**src/rtl/mdio_pkg.sv**
```systemverilog
package mdio_pkg;

    localparam int ADDR_W    = 5;
    localparam int DATA_W    = 16;
    localparam int PRE_BITS  = 32;
    localparam int IDX_W     = 7;
    // bit time boundaries of the frame
    localparam int SOF_POS   = PRE_BITS;          // start code
    localparam int OPC_POS   = SOF_POS + 2;       // opcode
    localparam int PHY_POS   = OPC_POS + 2;       // PHY address
    localparam int REG_POS   = PHY_POS + ADDR_W;  // register address
    localparam int TA_POS    = REG_POS + ADDR_W;  // turnaround
    localparam int DAT_POS   = TA_POS + 2;        // data field
    localparam int IDLE_POS  = DAT_POS + DATA_W;  // trailing released clock

    typedef struct packed {
        logic              wr;
        logic [ADDR_W-1:0] phy;
        logic [ADDR_W-1:0] rga;
        logic [DATA_W-1:0] wdat;
    } mdio_cmd_t;

    typedef struct packed {
        logic en;
        logic val;
    } line_drv_t;

    function automatic line_drv_t bit_drive(mdio_cmd_t c, logic [IDX_W-1:0] idx);
        line_drv_t d;
        int i;
        i = int'(idx);
        d.en  = 1'b1;
        d.val = 1'b1;
        if (i < SOF_POS) begin
            d.val = 1'b1;
        end else if (i < OPC_POS) begin
            d.val = (i == SOF_POS + 1);
        end else if (i < PHY_POS) begin
            d.val = (i == OPC_POS) ? ~c.wr : c.wr;
        end else if (i < REG_POS) begin
            d.val = c.phy[REG_POS - 1 - i];
        end else if (i < TA_POS) begin
            d.val = c.rga[TA_POS - 1 - i];
        end else if (i < DAT_POS) begin
            d.en  = 1'b0;
        end else if (i < IDLE_POS) begin
            d.en  = c.wr;
            d.val = c.wdat[IDLE_POS - 1 - i];
        end else begin
            d.en  = 1'b0;
        end
        d.val = d.val & d.en;
        return d;
    endfunction

endpackage

```
**src/rtl/mdio_clkgen.sv**
```systemverilog
module mdio_clkgen #(
    parameter int HALF_DIV = 3
) (
    input  logic clk,
    input  logic rst,
    input  logic run,
    output logic phase_hi,
    output logic end_hi
);
    localparam int CW = (HALF_DIV > 1) ? $clog2(HALF_DIV) : 1;
    localparam logic [CW-1:0] LAST = CW'(HALF_DIV - 1);

    logic [CW-1:0] cnt;
    logic          hi;

    always_ff @(posedge clk) begin
        if (rst || !run) begin
            cnt <= '0;
            hi  <= 1'b0;
        end else if (cnt == LAST) begin
            cnt <= '0;
            hi  <= ~hi;
        end else begin
            cnt <= cnt + 1'b1;
        end
    end

    assign phase_hi = hi;
    assign end_hi   = run && hi && (cnt == LAST);

endmodule

```
**src/rtl/mdio_frame_seq.sv**
```systemverilog
module mdio_frame_seq
    import mdio_pkg::*;
(
    input  logic              clk,
    input  logic              rst,
    input  logic              start,
    input  mdio_cmd_t         cmd_in,
    input  logic              end_hi,
    input  logic              mdi,
    output logic              busy,
    output logic              drv_en,
    output logic              drv_val,
    output logic [DATA_W-1:0] rdata,
    output logic              done
);
    logic [IDX_W-1:0]  bit_idx;
    mdio_cmd_t         cmd;
    logic [DATA_W-1:0] shreg;
    line_drv_t         drv;
    logic              in_window;

    assign in_window = (int'(bit_idx) >= DAT_POS) && (int'(bit_idx) < IDLE_POS);

    always_ff @(posedge clk) begin
        if (rst) begin
            busy    <= 1'b0;
            bit_idx <= '0;
            cmd     <= '0;
            shreg   <= '0;
            rdata   <= '0;
            done    <= 1'b0;
        end else begin
            done <= 1'b0;
            if (!busy) begin
                if (start) begin
                    busy    <= 1'b1;
                    bit_idx <= '0;
                    cmd     <= cmd_in;
                end
            end else if (end_hi) begin
                if (!cmd.wr && in_window)
                    shreg <= {shreg[DATA_W-2:0], mdi};
                if (int'(bit_idx) == IDLE_POS) begin
                    busy <= 1'b0;
                    done <= 1'b1;
                    if (!cmd.wr)
                        rdata <= shreg;
                end else begin
                    bit_idx <= bit_idx + 1'b1;
                end
            end
        end
    end

    always_comb begin
        drv     = bit_drive(cmd, bit_idx);
        drv_en  = busy & drv.en;
        drv_val = busy & drv.val;
    end

    AST_BIT_RANGE: assert property (@(posedge clk) disable iff (rst)
        int'(bit_idx) <= IDLE_POS);
    AST_DONE_SINGLE: assert property (@(posedge clk) disable iff (rst)
        done |=> !done);
    AST_DONE_ENDS_FRAME: assert property (@(posedge clk) disable iff (rst)
        done |-> $past(busy) && !busy);

endmodule

```
**src/rtl/mdio_master.sv**
```systemverilog
module mdio_master
    import mdio_pkg::*;
#(
    parameter int HALF_DIV = 3
) (
    input  logic        clk,
    input  logic        rst,
    input  logic        start,
    input  logic        op_wr,
    input  logic [4:0]  phy_addr,
    input  logic [4:0]  reg_addr,
    input  logic [15:0] wdata,
    input  logic        mdi,
    output logic        mdc,
    output logic        mdo,
    output logic        mdo_en,
    output logic [15:0] rdata,
    output logic        done
);
    mdio_cmd_t cmd_in;
    logic      busy;
    logic      phase_hi;
    logic      end_hi;

    assign cmd_in = '{wr: op_wr, phy: phy_addr, rga: reg_addr, wdat: wdata};

    mdio_clkgen #(.HALF_DIV(HALF_DIV)) u_clk (
        .clk      (clk),
        .rst      (rst),
        .run      (busy),
        .phase_hi (phase_hi),
        .end_hi   (end_hi)
    );

    mdio_frame_seq u_seq (
        .clk     (clk),
        .rst     (rst),
        .start   (start),
        .cmd_in  (cmd_in),
        .end_hi  (end_hi),
        .mdi     (mdi),
        .busy    (busy),
        .drv_en  (mdo_en),
        .drv_val (mdo),
        .rdata   (rdata),
        .done    (done)
    );

    assign mdc = busy & phase_hi;

    AST_HOLD_WHILE_HIGH: assert property (@(posedge clk) disable iff (rst)
        mdc |-> $stable(mdo) && $stable(mdo_en));
    AST_RELEASED_LOW: assert property (@(posedge clk) disable iff (rst)
        !mdo_en |-> !mdo);
    AST_IDLE_CLOCK_LAST: assert property (@(posedge clk) disable iff (rst)
        done |-> $past(mdc) && !$past(mdo_en) && !mdc);

endmodule

```
**config.mk**
```make
export PLATFORM = sky130hd
export DESIGN_NAME = mdio_master
export DESIGN_NICKNAME = d
export VERILOG_FILES = /design/src/rtl/mdio_pkg.sv /design/src/rtl/mdio_clkgen.sv /design/src/rtl/mdio_frame_seq.sv /design/src/rtl/mdio_master.sv
export SDC_FILE = /design/constraint.sdc
export NUM_CORES = 1
export LEC_CHECK = 0
export CORE_ASPECT_RATIO = 1.4
export CORE_MARGIN = 3
export CORE_UTILIZATION = 53
export CTS_CLUSTER_DIAMETER = 150
export DETAILED_ROUTE_END_ITERATION = 16
export GPL_TIMING_DRIVEN = 0
export MAX_ROUTING_LAYER = met4
export PLACE_DENSITY = 0.79
export SYNTH_ARGS = -nofsm -noshare
export SYNTH_HDL_FRONTEND = slang
export SYNTH_SLANG_ARGS = --single-unit
```
**constraint.sdc**
```tcl
create_clock -name clk -period 3.8 [get_ports clk]
set_clock_uncertainty 0.15 [all_clocks]
set_input_delay 0.76 -clock clk [delete_from_list [all_inputs] [get_ports clk]]
set_output_delay 0.76 -clock clk [all_outputs]
set_load 0.1 [all_outputs]
```
==> results.sh <==
export IMPL_outcome="completed"
export IMPL_ys_seq_area_share_pct=44.7
export IMPL_synth_top_family_by_area="simple AND/OR/NAND/NOR gates"
export IMPL_netlist_area_um2=3180
export IMPL_drv_slew=0
export IMPL_dominantRegCellSynth="dfxtp_1"
export IMPL_total_power_w=0.00155
export IMPL_crit_arrival_ns=2.76
export IMPL_whs_ns=0.262
export IMPL_rows=32
export IMPL_synthCells=361
export IMPL_maxCapViolations=0
export IMPL_cp_max_fo=7
export IMPL_clkLatencyLatePin_ns=0.35
export IMPL_insertedDiodeCount=0
export IMPL_drc=0
export IMPL_hold_class="reg2reg"
export IMPL_track_usage_pct=23.5
export IMPL_vias_per_cell=5.42
export IMPL_root_buffer="clkbuf_8"
export IMPL_hold_violations=0
export IMPL_core_area_um2=5650
export IMPL_die_y_um=97.6
export IMPL_peakVddDrop_mv=0.335
export IMPL_synth_compound_area_share_pct=14.2
export IMPL_cp_required_ns=2.89
export IMPL_syn_area_per_cell_um2=8.80
export IMPL_worst_hold_path_num_cells=1
export IMPL_timing_final_crit_period_ns=3.67
export IMPL_io_pins=51
export IMPL_synth_xor_area_share_pct=1.65
export IMPL_cpMaxStageDelayCell="dfxtp_1"
export IMPL_period_share_pct=96.7
export IMPL_multi_input_area_um2=1600
export IMPL_place_gp_congestion=0.888
export IMPL_dieArea_um2=6970
export IMPL_grt_first_pass_wirelength_um=12700
export IMPL_synthAdderAreaFrac_pct=3.15
export IMPL_drt_wl_total_um=7440
export IMPL_synth_simple_gate_area_share_pct=21.5
export IMPL_dpl_hpwl_um=5540
export IMPL_syn_nets=400
export IMPL_htree_levels=3
export IMPL_synth_edf_count=0
export IMPL_async_flop_share_pct=0
export IMPL_endpoint_kind="output pin"
export IMPL_antenna_found_initial=0
export IMPL_dr_total_vias=2672
export IMPL_layout_nets=461
export IMPL_drt_iter0_drc=127
export IMPL_drive_gt1_share_pct=11.8
export IMPL_grt_max_degree=13
export IMPL_power_density_nw_per_um2=386
export IMPL_power_leakage_nw=1.44
export IMPL_grt_ovfl_total=0
export IMPL_wire_per_inst_um=15.1
export IMPL_port_buffers=50
export IMPL_yosysUniqueCellTypes=51
export IMPL_setup_viol=0
export IMPL_path_class="reg2out"
export IMPL_slew_headroom_pct=34.4
export IMPL_worstRegToRegCells=7
export IMPL_rsz0062_at_grt="no"
export IMPL_worst_pin_slew_ns=0.981
export IMPL_final_cell_mix="nand2_1, dfxtp_1, a21oi_1"
export IMPL_initial_utilization_pct=56.3
export IMPL_place_inst=479
export IMPL_cts_buffers=9
export IMPL_instances_no_fill=493
export IMPL_fill_cells=461
export IMPL_first_pass_iters=4
export IMPL_final_common_cell="nand2_1"
export IMPL_seq_area_um2=1420
export IMPL_cts_buffer_depth=2
export IMPL_fmax_mhz=272
export IMPL_path_cells="inv_1 > ha_1 > and2_1 > a221o_1 > a211o_1 > a41o_1 > a21oi_4 > buf_8"
export IMPL_muxShareOfSynthArea_pct=9.21
export IMPL_hold_buffers=0
export IMPL_syn_to_final_growth_pct=25.9
export IMPL_slowest_delay_ns=0.49
export IMPL_cts_tree="built"
export IMPL_grt_pass1_vias=2769
export IMPL_cts_sinks=71
export IMPL_yosysWarnings=0
export IMPL_cts_clk_slew_worst_paths_ns=0.07
export IMPL_postRouteAntennaNets=0
export IMPL_fp_dieW_um=71.4
export IMPL_startpoint_type="flip-flop"
export IMPL_ys_ff_latch=71
export IMPL_post_cts_buffers=0
## metal layers
layer / part of all wire, % / wire length [um] / up-vias / global-route usage [%]
li1: - / - / 1336 / -
met2: 54 / 4010 / 57 / 40.8
met1: 40 / 2990 / 1262 / 26.1
met4: 2.3 / 169 / 0 / 9.99
met5: 0 / 0 / - / -
met3: 3.6 / 271 / 17 / 3.93
## kinds of logic (layout without fill, tap and decap cells)
group           count (synthesis)  after routing
simple gates                  147            147
compound gates                 74             74
flops                          71             71
buf+inv                        31             95
mux                            24             24
fa+ha+maj                       8              8
xor+xnor                        6              6
## where the power goes
part / switching, W / leakage (nW) / internal [W]
Clock: 0.000281 / 0.101 / 0.000364
Sequential: 0.0000114 / 0.577 / 0.000763
Combinational: 0.0000708 / 0.759 / 0.0000560
Total: 0.000364 / 1.44 / 0.00118
## sequential cells by signal (all words and copies together), names as in the netlist
| signal | cells |
|---|---|
| u_clk.cnt | 2 |
| u_clk.phase_hi | 1 |
| u_seq.bit_idx | 7 |
| u_seq.busy | 1 |
| u_seq.cmd | 27 |
| u_seq.done | 1 |
| u_seq.rdata | 16 |
| u_seq.shreg | 16 |
## worst paths after layout
check / end / slack (ns) / from
min reg2reg: u_clk.cnt[0]$_SDFF_PP0_ / 0.26 / u_clk.cnt[0]$_SDFF_PP0_
max: mdo / 0.13 / u_seq.bit_idx[2]$_SDFFE_PP0P_
max reg2reg: u_seq.bit_idx[6]$_SDFFE_PP0P_ / 1.59 / u_seq.bit_idx[2]$_SDFFE_PP0P_
min: u_clk.cnt[0]$_SDFF_PP0_ / 0.26 / u_clk.cnt[0]$_SDFF_PP0_
## worst max-delay path: cells and delay by family, from the launching register on
kind | cells | cell delay, ns
compound gates | 4 | 0.98
flops | 1 | 0.49
buf+inv | 2 | 0.41
fa+ha+maj | 1 | 0.36
simple gates | 1 | 0.17
## cell usage after synthesis, drive strengths merged, types with 3 or more instances
cell | instances | share of area [%]
inv | 5 | 0.59
ha | 8 | 3.1
nand2b | 3 | 0.59
nand3 | 4 | 0.79
nor3 | 3 | 0.83
nor2b | 3 | 0.59
a31oi | 3 | 1.1
nand2 | 92 | 11
nor2 | 30 | 4.4
and2 | 3 | 0.67
o2111ai | 3 | 1.0
or3 | 3 | 0.59
xnor2 | 4 | 1.1
buf | 16 | 3.8
o21ai | 6 | 0.94
dfxtp | 71 | 45
mux2i | 18 | 5.7
a21oi | 51 | 8.1
clkbuf | 10 | 1.2
mux4 | 4 | 2.8
## repair_timing
action                                 CTS  global route
setup endpoints to repair                2             1
endpoints found under the hold margin    0             0
gates resized for setup                  9             3
## stage by stage
stage	util [%]	instance area [um2]	TNS [ns]	setup slack [ns]
floorplan	-	3200	0	0.0955
global placement	67.0	3780	-0.464	-0.464
detailed placement	67.0	3780	-0.518	-0.518
CTS	70.7	3990	0	0.0827
global route	70.9	4000	0	0.0245
finish	70.9	4000	0	0.127
## cell type report
type	count	area share [%]
clock inverter	5	2.13
tap	68	2.13
inverter	5	0.469
clock buffer	9	3.09
sequential	71	35.5
multi-input combinational	259	39.9
buffer	26	4.10
timing repair buffer	50	12.6
Power figures use the tool's default switching activity.
